## src/rtl/pwm_chan_pkg.sv

```systemverilog
package pwm_chan_pkg;
    // register offsets (byte addresses)
    localparam logic [4:0] OFS_MODE = 5'h00;
    localparam logic [4:0] OFS_DUTY = 5'h04;
    localparam logic [4:0] OFS_PRD  = 5'h08;
    localparam logic [4:0] OFS_CNT  = 5'h0C;
    localparam logic [4:0] OFS_UPD  = 5'h10;

    // mode word layout
    localparam int MODE_W     = 11;
    localparam int MB_CENTER  = 8;
    localparam int MB_IDLEHI  = 9;
    localparam int MB_UPD_PRD = 10;
    localparam int PRE_MAX    = 10;

    // clock select codes above the power-of-two range
    localparam logic [3:0] CSEL_EXT_A = 4'hB;
    localparam logic [3:0] CSEL_EXT_B = 4'hC;
endpackage

```

## src/rtl/pwm_tick_sel.sv

```systemverilog
module pwm_tick_sel
    import pwm_chan_pkg::*;
#(
    parameter int PRE_W = PRE_MAX
) (
    input  logic       clk,
    input  logic       rst_n,
    input  logic [3:0] csel,
    input  logic       clka_tick,
    input  logic       clkb_tick,
    output logic       tick
);
    logic [PRE_W-1:0] pre_d, pre_q;
    logic [PRE_W:0]   one_sh;
    logic [PRE_W-1:0] mask;

    always_comb begin
        pre_d  = pre_q + PRE_W'(1);
        one_sh = (PRE_W+1)'(1) << csel;
        mask   = one_sh[PRE_W-1:0] - PRE_W'(1);
        if (32'(csel) <= PRE_W)  tick = &(pre_q | ~mask);
        else if (csel == CSEL_EXT_A) tick = clka_tick;
        else if (csel == CSEL_EXT_B) tick = clkb_tick;
        else                     tick = 1'b0;
    end

    always_ff @(posedge clk or negedge rst_n) begin
        if (!rst_n) pre_q <= '0;
        else        pre_q <= pre_d;
    end


    ext_a_chk: assert property (@(posedge clk) disable iff (!rst_n)
        (csel == CSEL_EXT_A) |-> (tick == clka_tick));
endmodule

```

## src/rtl/pwm_wave_ctr.sv

```systemverilog
module pwm_wave_ctr #(
    parameter int CNT_W = 20
) (
    input  logic             clk,
    input  logic             rst_n,
    input  logic             run,
    input  logic             tick,
    input  logic             center,
    input  logic [CNT_W-1:0] prd,
    output logic [CNT_W-1:0] cnt,
    output logic             bnd,
    output logic             evt
);
    typedef struct packed {
        logic [CNT_W-1:0] cnt;
        logic             down;
        logic             evt;
    } ctr_t;

    ctr_t s_d, s_q;
    logic at_end;

    always_comb begin
        if (center)
            at_end = (s_q.down && s_q.cnt <= CNT_W'(1)) ||
                     (!s_q.down && s_q.cnt >= prd && prd <= CNT_W'(1));
        else
            at_end = ({1'b0, s_q.cnt} + (CNT_W+1)'(1)) >= {1'b0, prd};
        bnd = run && tick && at_end;

        s_d     = s_q;
        s_d.evt = bnd;
        if (!run || bnd) begin
            s_d.cnt  = '0;
            s_d.down = 1'b0;
        end else if (tick) begin
            if (center && !s_q.down && s_q.cnt >= prd) begin
                s_d.down = 1'b1;
                s_d.cnt  = s_q.cnt - CNT_W'(1);
            end else if (center && s_q.down) begin
                s_d.cnt  = s_q.cnt - CNT_W'(1);
            end else begin
                s_d.cnt  = s_q.cnt + CNT_W'(1);
            end
        end
    end

    always_ff @(posedge clk or negedge rst_n) begin
        if (!rst_n) s_q <= '0;
        else        s_q <= s_d;
    end

    assign cnt = s_q.cnt;
    assign evt = s_q.evt;


    evt_zero_chk: assert property (@(posedge clk) disable iff (!rst_n)
        s_q.evt |-> (s_q.cnt == '0));

    off_hold_chk: assert property (@(posedge clk) disable iff (!rst_n)
        !run |=> (s_q.cnt == '0 && !s_q.evt));

    stall_chk: assert property (@(posedge clk) disable iff (!rst_n)
        (run && !tick) |=> $stable(s_q.cnt));
endmodule

```

## src/rtl/pwm_chan.sv

```systemverilog
module pwm_chan
    import pwm_chan_pkg::*;
#(
    parameter int CNT_W  = 20,
    parameter int ADDR_W = 5,
    parameter int DATA_W = 32
) (
    input  logic              clk,
    input  logic              rst_n,
    input  logic              run,
    input  logic              bus_wr,
    input  logic [ADDR_W-1:0] bus_addr,
    input  logic [DATA_W-1:0] bus_wdata,
    output logic [DATA_W-1:0] bus_rdata,
    input  logic              clka_tick,
    input  logic              clkb_tick,
    output logic              pwm_out,
    output logic              period_evt
);
    typedef struct packed {
        logic [MODE_W-1:0] mode;
        logic [CNT_W-1:0]  dty;
        logic [CNT_W-1:0]  prd;
        logic [CNT_W-1:0]  upd;
        logic              pend;
    } regs_t;

    regs_t r_d, r_q;
    logic  tick, bnd, idle_hi;
    logic [CNT_W-1:0] cnt;

    pwm_tick_sel #(.PRE_W(PRE_MAX)) u_tick (
        .clk(clk), .rst_n(rst_n), .csel(r_q.mode[3:0]),
        .clka_tick(clka_tick), .clkb_tick(clkb_tick), .tick(tick)
    );

    pwm_wave_ctr #(.CNT_W(CNT_W)) u_ctr (
        .clk(clk), .rst_n(rst_n), .run(run), .tick(tick),
        .center(r_q.mode[MB_CENTER]), .prd(r_q.prd),
        .cnt(cnt), .bnd(bnd), .evt(period_evt)
    );

    always_comb begin
        r_d = r_q;
        // buffered update lands only at a boundary
        if (bnd && r_q.pend) begin
            if (r_q.mode[MB_UPD_PRD]) r_d.prd = r_q.upd;
            else                      r_d.dty = r_q.upd;
            r_d.pend = 1'b0;
        end
        if (bus_wr) begin
            case (5'(bus_addr))
                OFS_MODE: r_d.mode = bus_wdata[MODE_W-1:0];
                OFS_DUTY: r_d.dty  = bus_wdata[CNT_W-1:0];
                OFS_PRD:  r_d.prd  = bus_wdata[CNT_W-1:0];
                OFS_UPD: begin
                    r_d.upd  = bus_wdata[CNT_W-1:0];
                    r_d.pend = 1'b1;
                end
                default: ;
            endcase
        end
        if (r_d.dty > r_d.prd) r_d.dty = r_d.prd;
    end

    always_ff @(posedge clk or negedge rst_n) begin
        if (!rst_n) r_q <= '0;
        else        r_q <= r_d;
    end

    always_comb begin
        case (5'(bus_addr))
            OFS_MODE: bus_rdata = DATA_W'(r_q.mode);
            OFS_DUTY: bus_rdata = DATA_W'(r_q.dty);
            OFS_PRD:  bus_rdata = DATA_W'(r_q.prd);
            OFS_CNT:  bus_rdata = DATA_W'(cnt);
            OFS_UPD:  bus_rdata = DATA_W'(r_q.upd);
            default:  bus_rdata = '0;
        endcase
    end

    assign idle_hi = r_q.mode[MB_IDLEHI];
    assign pwm_out = run ? ((cnt < r_q.dty) ^ idle_hi) : idle_hi;


    duty_cap_chk: assert property (@(posedge clk) disable iff (!rst_n)
        r_q.dty <= r_q.prd);

    upd_hold_chk: assert property (@(posedge clk) disable iff (!rst_n)
        (!bnd && !(bus_wr && 5'(bus_addr) == OFS_PRD)) |=> $stable(r_q.prd));
endmodule

```

## config.mk

```make
export PLATFORM = sky130hd
export DESIGN_NAME = pwm_chan
export DESIGN_NICKNAME = d
export VERILOG_FILES = /design/src/rtl/pwm_chan_pkg.sv /design/src/rtl/pwm_tick_sel.sv /design/src/rtl/pwm_wave_ctr.sv /design/src/rtl/pwm_chan.sv
export SDC_FILE = /design/constraint.sdc
export NUM_CORES = 1
export LEC_CHECK = 0
export ABC_AREA = 1
export BUFFER_PORTS_ARGS = -buffer_cell sky130_fd_sc_hd__buf_2
export CAP_MARGIN = 20
export CELL_PAD_IN_SITES_DETAIL_PLACEMENT = 1
export CELL_PAD_IN_SITES_GLOBAL_PLACEMENT = 2
export CORE_MARGIN = 5
export CORE_UTILIZATION = 31
export CTS_CLUSTER_SIZE = 10
export DETAILED_ROUTE_END_ITERATION = 10
export PLACE_DENSITY = 0.86
export SYNTH_ARGS = -nofsm -noshare
export SYNTH_HDL_FRONTEND = slang
export SYNTH_SLANG_ARGS = --single-unit
```

## constraint.sdc

```tcl
create_clock -name clk -period 4.7 [get_ports clk]
set_input_delay 0.94 -clock clk [delete_from_list [all_inputs] [get_ports clk]]
set_output_delay 0.94 -clock clk [all_outputs]
set_load 0.005 [all_outputs]
```

==> run_results.csv, run 1 <==
group,metric,value,unit
status,outcome,"finished, violations left",
status,violations,"setup timing",
route,routed_wl,33400,um
worst_setup_path,cp_slowest_stage_delay,410,ps
route,wl_met2,16200,um
timing,fin_crit,4960,ps
clock_tree,cts_sinks,104,
global_routing,grt_pass1_vias,10279,
clock_tree,clk_pin_slew,80,ps
clock_tree,cts_buffers,9,
timing,rsz0062_at_grt,"true",
timing,setup_viol,20,
place,place.gp.congestion,0.889,
worst_setup_path,worstSetupEndpoint,"r_q[57]",
route,wl_met1,15500,um
synth,synth_area,9120,um2
timing,final_hold_viol_count,0,
timing,finalCritPeriodShare,1.06,
synth,synthArstFlopShare,1.00,
synth,seq_area_frac_synth,0.285,
timing,slew_viol_final,0,
clock_tree,root_buffer,"clkbuf_16",
worst_setup_path,worstSetupStartpointType,"flop",
min_path,hp-class,"reg -> reg",
global_routing,grt_usage,0.202,
route,wl_per_cell,17.6,um
place,numPortBuffers,52,
route,vias,9696,
worst_setup_path,crit_slowest_cell,"dfrtp_1",
final_layout,antennaDiodeCount,0,
timing,slew_headroom,0.363,
timing,clock_skew,16.0,ps
die,ios,77,
worst_setup_path,worstPathRequired,4960,ps
pwr,power,0.00475,W
worst_setup_path,crit_path_end_kind,"flop",
route,vias_per_cell,5.11,
place,post-dp-hpwl,25800,um
die,dieArea,33000,um2
die,die_h,182,um
synth,ys_ff_latch,104,
flow_run,drv_cap,0,
synth,synth-edff-count,0,
final_layout,syn_to_final_growth,25.2,%
die,initial_utilization,0.316,
timing,max_freq,0.202,GHz
global_routing,antenna_found_initial,0,
timing,setup_tns,-3600,ps
die,row_count,62,
synth,avgSynthCellArea,6.71,um2
worst_setup_path,crit_path_start,"u_ctr.cnt[1]",
synth,yosysUniqueCellTypes,51,
route,routed.top_layer,"met4",
clock_tree,htreeDepth,3,
global_routing,grt_max_degree,64,
worst_setup_path,r2r_end,"r_q[57]",
synth,yosys_warnings,0,
worst_setup_path,reg2regPathDepth,38,
synth,syn_inst,1359,
final_layout,drive_gt1_frac,0.206,
global_routing,grt_remaining_overflow,0,
route,met3WireLength,1070,um
route,drt_pass1_iterations,5,
clock_tree,cts_tree,"built",
pwr,power_leakage,6.04,nW
timing,finalWorstSetupSlack,-261,ps
place,post-place-ws,-656,ps
global_routing,grt_pass1_wl,54500,um
worst_setup_path,cp_max_fo,6,
route,drtIter0Drc,522,
clock_tree,ctsLongestPathBuffers,2,
die,coreArea,28900,um2
pwr,ir_drop,0.180,mV
route,drc,0,
final_layout,nNetsFinal,1635,
timing,tightestPinTransition,953,ps
route,ant_nets,0,
clock_tree,clk_latency,370,ps
die,die_x,182,um
worst_setup_path,critPathKind,"reg -> reg",
worst_setup_path,r2r_setup_slack,-260,ps
worst_setup_path,cpMostUsedCell,"buf_4",
worst_setup_path,rr_startpoint,"u_ctr.cnt[1]",
synth,synthFlopType,"dfrtp_1",
min_path,worstHoldStart,"u_tick.pre_q[0]",
worst_setup_path,crit_arrival,5220,ps
pwr,p_per_area,415,nW/um2
-- flip-flops by register name (all words and copies together) (netlist names) --
signal	cells
u_ctr.cnt	20
idle_hi	1
r_q	71
u_tick.pre_q	10
u_ctr.evt	1
u_ctr.s_q	1
-- critical path: cells and delay by family (launching register included) --
family                     cells  cell delay (ps)
AOI/OAI and AO/OA              3              350
adders and majority gates      2              540
buffers and inverters         16             1950
DFF                            1              410
and+or+nand+nor               17             1590
-- metal layers --
metal | global-route usage | vias up
met5 | 0 | -
met4 | 0.0561 | 0
met3 | 0.0196 | 30
met2 | 0.346 | 171
met1 | 0.272 | 4740
li1 | - | 4755
-- cell usage in the layout, fill, tap and decap left out, drive strengths merged, types with 2 or more instances in the layout --
cell / count
nand3: 106
o21ai: 113
conb: 12
nand4: 53
nor3: 19
a211oi: 2
or2: 2
a221oi: 2
nand2: 410
xor2: 32
o22ai: 37
dfrtp: 104
nor2: 64
o21bai: 2
nor4: 9
a31oi: 2
clkinv: 7
buf: 198
xnor2: 3
ha: 84
inv: 172
o211ai: 4
a21oi: 51
clkbuf: 10
-- where the power goes --
group	switching (W)	total, W	leakage [nW]	internal [W]
clock	0.000387	0.000765	0.139	0.000377
sequential	0.000199	0.00130	1.33	0.00110
combinational	0.00159	0.00268	4.57	0.00109
-- synthesized netlist by cell type, types with 6 or more instances --
library cell	n	area, um2
a21oi_1	51	255
nand4_1	53	332
o22ai_1	37	231
clkbuf_1	39	146
inv_2	10	37.5
xor2_1	32	280
o21ai_0	110	551
buf_4	13	97.6
ha_1	84	1050
nor3_1	17	85.1
nand2_1	406	1520
nor4_1	8	50.1
dfrtp_1	104	2600
nor2_1	56	210
inv_1	161	604
buf_2	12	60.1
nand3_1	104	521
nor2_2	6	37.5
-- final cells by class --
class | instances | area [um2]
flip-flops and latches | 104 | 2600
clock buffers | 10 | 239
fillers | 3709 | 17400
repair buffers | 198 | 1430
well taps | 384 | 480
inverters | 174 | 656
clock inverters | 6 | 43.8
multi-input cells | 1021 | 5970
-- what timing repair did --
item                                    CTS  global route
buffers inserted                         28             5
endpoints found under the setup margin   20            20
gates cloned                              2             0
hold buffers                              0             0
gates resized for setup                  65            29
hold endpoints to repair                  0             0
pin swaps                                36            28
-- kinds of logic after synthesis --
kind of cell	count (synthesis)	share of synthesized area
AOI/OAI and AO/OA	222	0.134
buffers and inverters	246	0.111
and+or+nand+nor	666	0.320
adders and majority gates	84	0.115
DFF	104	0.285
other	1	0.000411
muxes	1	0.00110
xor gates and xnor gates	35	0.0336
-- per-stage QoR --
stage	cells	area, um2	hold slack, ps	util
2_1_floorplan	1370	9160	437	-
3_3_place_gp	1846	10400	467	0.361
3_5_place_dp	1846	10400	473	0.361
4_1_cts	1892	11200	487	0.389
5_1_grt	1897	11400	510	0.396
6_report	1897	11400	482	0.396
-- how the worst min path moves through the flow --
stage,endpoint,slack (ps),cells past startpoint
3_5_place_dp,r_q[65],470,2
4_1_cts,u_tick.pre_q[0],490,1
3_3_place_gp,r_q[67],470,2
5_1_grt,u_tick.pre_q[0],510,1
6_report,u_tick.pre_q[0],480,1
2_1_floorplan,u_tick.pre_q[0],440,1
Note: power is estimated with default switching activity, not from simulation.
==> run 2: changes to the inputs <==
--- a/config.mk
+++ b/config.mk
@@ -14,7 +14,7 @@
 export CORE_UTILIZATION = 31
 export CTS_CLUSTER_SIZE = 10
 export DETAILED_ROUTE_END_ITERATION = 10
-export PLACE_DENSITY = 0.86
+export PLACE_DENSITY = 0.81
 export SYNTH_ARGS = -nofsm -noshare
 export SYNTH_HDL_FRONTEND = slang
 export SYNTH_SLANG_ARGS = --single-unit
==> run_results.csv, run 2 (synthesized netlist as in run 1, its figures left out) <==
group,metric,value,unit
route,wl_per_cell,18.1,um
clock_tree,ctsLongestPathBuffers,2,
route,drtIter0Drc,586,
clock_tree,htreeDepth,3,
timing,final_hold_viol_count,0,
status,violations,"setup timing",
place,post-dp-hpwl,26100,um
global_routing,grt_remaining_overflow,0,
worst_setup_path,cpMostUsedCell,"nand2_1",
die,ios,77,
route,drc,0,
die,row_count,62,
final_layout,mostFrequentLayoutCell,"nand2_1",
route,drt_pass1_iterations,4,
clock_tree,cts_buffers,9,
timing,finalCritPeriodShare,1.05,
final_layout,drive_gt1_frac,0.236,
worst_setup_path,crit_slowest_cell,"dfrtp_1",
final_layout,largest_reg_flops,71,
worst_setup_path,reg2regPathDepth,38,
worst_setup_path,path_buf_inv,7,
clock_tree,cts_tree,"built",
pwr,power_leakage,6.12,nW
min_path,whs_path_depth,1,
die,coreArea,28900,um2
worst_setup_path,cp_slowest_stage_delay,380,ps
min_path,worstHoldStart,"u_tick.pre_q[0]",
final_layout,antennaDiodeCount,0,
worst_setup_path,worstSetupStartpointType,"flop",
worst_setup_path,r2r_setup_slack,-240,ps
clock_tree,cts_sinks,104,
die,die_h,182,um
worst_setup_path,crit_path_end_kind,"flop",
final_layout,final_util,0.405,
status,outcome,"finished, violations left",
final_layout,final_area,11700,um2
worst_setup_path,crit_arrival,5200,ps
place,place.gp.congestion,0.861,
final_layout,syn_to_final_growth,28.1,%
worst_setup_path,r2r_end,"r_q[53]",
die,initial_utilization,0.316,
global_routing,grt_usage,0.206,
timing,slew_viol_final,0,
die,dieArea,33000,um2
global_routing,antenna_found_initial,0,
timing,tightestPinTransition,969,ps
timing,fin_crit,4940,ps
route,ant_nets,0,
route,vias_per_cell,5.12,
worst_setup_path,rr_startpoint,"u_ctr.cnt[1]",
route,vias,9755,
clock_tree,clk_pin_slew,80,ps
die,die_x,182,um
timing,holdWs,476,ps
timing,finalWorstSetupSlack,-243,ps
global_routing,grt_max_degree,70,
place,numPortBuffers,52,
timing,max_freq,0.202,GHz
timing,clock_skew,19.7,ps
global_routing,grt_pass1_vias,10170,
worst_setup_path,crit_family,"simple AND/OR/NAND/NOR gates",
pwr,p_per_area,430,nW/um2
min_path,whs_endpoint,"u_tick.pre_q[0]",
pwr,ir_drop,0.381,mV
timing,rsz0062_at_grt,"true",
place,post-place-ws,-695,ps
timing,slew_headroom,0.354,
final_layout,regMostFlops,"r_q",
worst_setup_path,critPathKind,"reg -> reg",
min_path,hp-class,"reg -> reg",
final_layout,nNetsFinal,1643,
worst_setup_path,cp_max_fo,6,
place,placed_area,10400,um2
route,routed_wl,34600,um
final_layout,top_regs,"r_q (71), u_ctr.cnt (20), u_tick.pre_q (10)",
timing,setup_viol,20,
final_layout,final_cell_mix,"nand2_1, inv_1, buf_4",
global_routing,grt_pass1_wl,55000,um
flow_run,drv_cap,0,
clock_tree,root_buffer,"clkbuf_16",
clock_tree,clk_latency,380,ps
worst_setup_path,worstPathRequired,4960,ps
timing,setup_tns,-4360,ps
-- run 2: cell count changes in the layout (fill, tap and decap cells not counted), sizes merged --
cell	previous run	this run
buf	198	206
clkbuf	10	9
clkinv	7	5
inv	172	175
-- run 2: area by class of cell --
type                       count  area, um2
clock buffer                   9        225
clock inverter                 7       61.3
fill                        3711      17200
inverter                     174        661
multi-input combinational   1021       6150
sequential                   104       2600
tap                          384        480
timing repair buffer         206       1510
-- run 2: repair_timing --
item | in CTS | in global routing
hold buffers | 0 | 0
gates resized for setup | 99 | 54
endpoints found under the setup margin | 20 | 20
setup buffers | 30 | 10
gates cloned | 3 | 0
pin swaps | 54 | 50
-- run 2: metrics by stage --
stage	instances	power [W]
floorplan	1370	0.00271
global placement	1850	0.00353
detailed placement	1850	0.00362
CTS	1897	0.00482
global route	1905	0.00545
finish	1905	0.00503
-- run 2: worst max-delay path by stage --
stage | start | end | slack, ps | depth (start not counted)
detailed placement | u_ctr.cnt[1] | r_q[57] | -690 | 34
floorplan | u_ctr.cnt[1] | r_q[42] | 270 | 35
finish | u_ctr.cnt[1] | r_q[53] | -240 | 38
CTS | u_ctr.cnt[1] | r_q[47] | -190 | 37
global route | u_ctr.cnt[1] | r_q[53] | -590 | 38
global placement | u_ctr.cnt[1] | r_q[55] | -530 | 36
-- run 2: routing by layer --
metal	up-vias	global-route usage	part of all wire
li1	4796	-	-
met1	4786	0.280	0.47
met2	148	0.360	0.49
met3	25	0.0164	0.026
met4	0	0.0438	0.013
met5	-	0	0
-- run 2: report_power, final --
group	internal [W]	total (W)	switching (W)
registers	0.00110	0.00129	0.000188
clock network	0.000373	0.000799	0.000426
logic	0.00119	0.00293	0.00174
total	0.00267	0.00503	0.00236
==> run 3: changes to the inputs <==
--- a/config.mk
+++ b/config.mk
@@ -10,7 +10,7 @@
 export CAP_MARGIN = 20
 export CELL_PAD_IN_SITES_DETAIL_PLACEMENT = 1
 export CELL_PAD_IN_SITES_GLOBAL_PLACEMENT = 2
-export CORE_MARGIN = 5
+export CORE_MARGIN = 2
 export CORE_UTILIZATION = 31
 export CTS_CLUSTER_SIZE = 10
 export DETAILED_ROUTE_END_ITERATION = 10
==> run_results.csv, run 3 (synthesized netlist as in run 1, its figures left out) <==
group,metric,value,unit
timing,rsz0062_at_grt,"true",
final_layout,antennaDiodeCount,0,
die,coreArea,28900,um2
global_routing,grt_remaining_overflow,0,
final_layout,regMostFlops,"r_q",
route,drtIter0Drc,513,
place,numPortBuffers,52,
worst_setup_path,path_buf_inv,9,
timing,slew_viol_final,0,
timing,finalCritPeriodShare,1.05,
timing,max_freq,0.202,GHz
final_layout,drive_gt1_frac,0.233,
worst_setup_path,cp_slowest_stage_delay,420,ps
final_layout,syn_to_final_growth,29.5,%
final_layout,final_util,0.409,
final_layout,largest_reg_flops,71,
final_layout,top_regs,"r_q (71), u_ctr.cnt (20), u_tick.pre_q (10)",
route,wl_per_cell,18.2,um
worst_setup_path,crit_path_end_kind,"flop",
pwr,ir_drop,0.311,mV
clock_tree,ctsLongestPathBuffers,2,
route,drt_pass1_iterations,5,
global_routing,grt_pass1_wl,53400,um
flow_run,drv_cap,0,
final_layout,final_cell_mix,"nand2_1, inv_1, buf_4",
clock_tree,clk_latency,370,ps
clock_tree,cts_hold_buf,0,
timing,fin_crit,4940,ps
global_routing,grt_pass1_vias,9823,
final_layout,nNetsFinal,1629,
clock_tree,cts_tree,"built",
pwr,power,0.00510,W
clock_tree,cts_sinks,104,
global_routing,grt_usage,0.220,
global_routing,antenna_found_initial,1,
global_routing,grt_max_degree,68,
status,violations,"setup timing",
worst_setup_path,worstSetupStartpointType,"flop",
final_layout,mostFrequentLayoutCell,"nand2_1",
worst_setup_path,worstPathRequired,4960,ps
die,die_x,176,um
clock_tree,cts_buffers,9,
worst_setup_path,critPathKind,"reg -> reg",
timing,finalWorstSetupSlack,-244,ps
global_routing,use_met3,0.0216,
die,row_count,62,
route,routed_wl,34500,um
worst_setup_path,crit_family,"simple AND/OR/NAND/NOR gates",
final_layout,final_area,11800,um2
final_layout,fillerInstances,3675,
global_routing,top_usage_layer,"met2",
timing,setup_tns,-4460,ps
die,ios,77,
timing,tightestPinTransition,931,ps
pwr,power_leakage,6.21,nW
route,vias_per_cell,5.16,
route,vias,9749,
global_routing,grtUsageMet1,0.302,
die,initial_utilization,0.316,
worst_setup_path,crit_arrival,5210,ps
route,drc,0,
clock_tree,htreeDepth,3,
place,post-dp-hpwl,25500,um
worst_setup_path,cp_max_fo,10,
min_path,hp-class,"reg -> reg",
worst_setup_path,crit_slowest_cell,"dfrtp_1",
timing,slew_headroom,0.378,
status,outcome,"finished, violations left",
clock_tree,clk_pin_slew,80,ps
global_routing,grtUsageMet2,0.374,
place,place.gp.congestion,0.864,
route,ant_nets,0,
pwr,p_per_area,432,nW/um2
place,placed_area,10400,um2
timing,setup_viol,20,
die,die_h,176,um
timing,clock_skew,14.4,ps
timing,final_hold_viol_count,0,
die,dieArea,30800,um2
timing,holdWs,484,ps
clock_tree,root_buffer,"clkbuf_16",
run 3: layout make-up:
class | count | area [um2] | share of cell area
inverters | 174 | 661 | 0.0559
flip-flops and latches | 104 | 2600 | 0.220
clock buffers | 11 | 243 | 0.0206
clock inverters | 5 | 104 | 0.00879
repair buffers | 193 | 1490 | 0.126
multi-input cells | 1020 | 6230 | 0.527
well taps | 384 | 480 | 0.0407
run 3: power breakdown:
group | internal [W] | leakage [nW] | switching, W | total (W)
Clock | 0.000537 | 0.170 | 0.000381 | 0.000917
Sequential | 0.00110 | 1.33 | 0.000201 | 0.00131
Combinational | 0.00116 | 4.71 | 0.00172 | 0.00288
Total | 0.00280 | 6.21 | 0.00230 | 0.00510
run 3: what timing repair did:
action | 4_1_cts | 5_1_grt
buffers inserted | 19 | 20
pin swaps | 48 | 61
gates cloned | 2 | 2
endpoints found under the setup margin | 20 | 20
resized for setup | 92 | 77
run 3: per-layer routing:
metal | share of wire | wire length [um]
met5 | 0.00029 | 10
met2 | 0.48 | 16600
met1 | 0.46 | 16000
met3 | 0.036 | 1240
met4 | 0.020 | 681
run 3: worst paths after layout:
kind | from | to | slack [ps] | depth (start not counted)
min reg2reg | u_tick.pre_q[0] | u_tick.pre_q[0] | 480 | 1
min in group asynchronous | rst_n | r_q[21] | 710 | 1
max | u_ctr.cnt[0] | r_q[55] | -240 | 36
max reg2reg | u_ctr.cnt[0] | r_q[55] | -240 | 36
max in group asynchronous | rst_n | r_q[28] | 3040 | 2
min | u_tick.pre_q[0] | u_tick.pre_q[0] | 480 | 1
run 3: worst register-to-register path: cells and delay by family, from the launching register on:
family / cells / cell delay (ps)
xor+xnor: 1 / 200
fa+ha+maj: 2 / 580
buf+inv: 9 / 1110
flops: 1 / 420
simple gates: 24 / 2530
run 3: through the flow:
step                      cells  worst slack, ps
after floorplan            1370              265
after global placement     1837             -460
after detailed placement   1837             -531
after CTS                  1874             -241
after global routing       1891             -580
final                      1891             -244
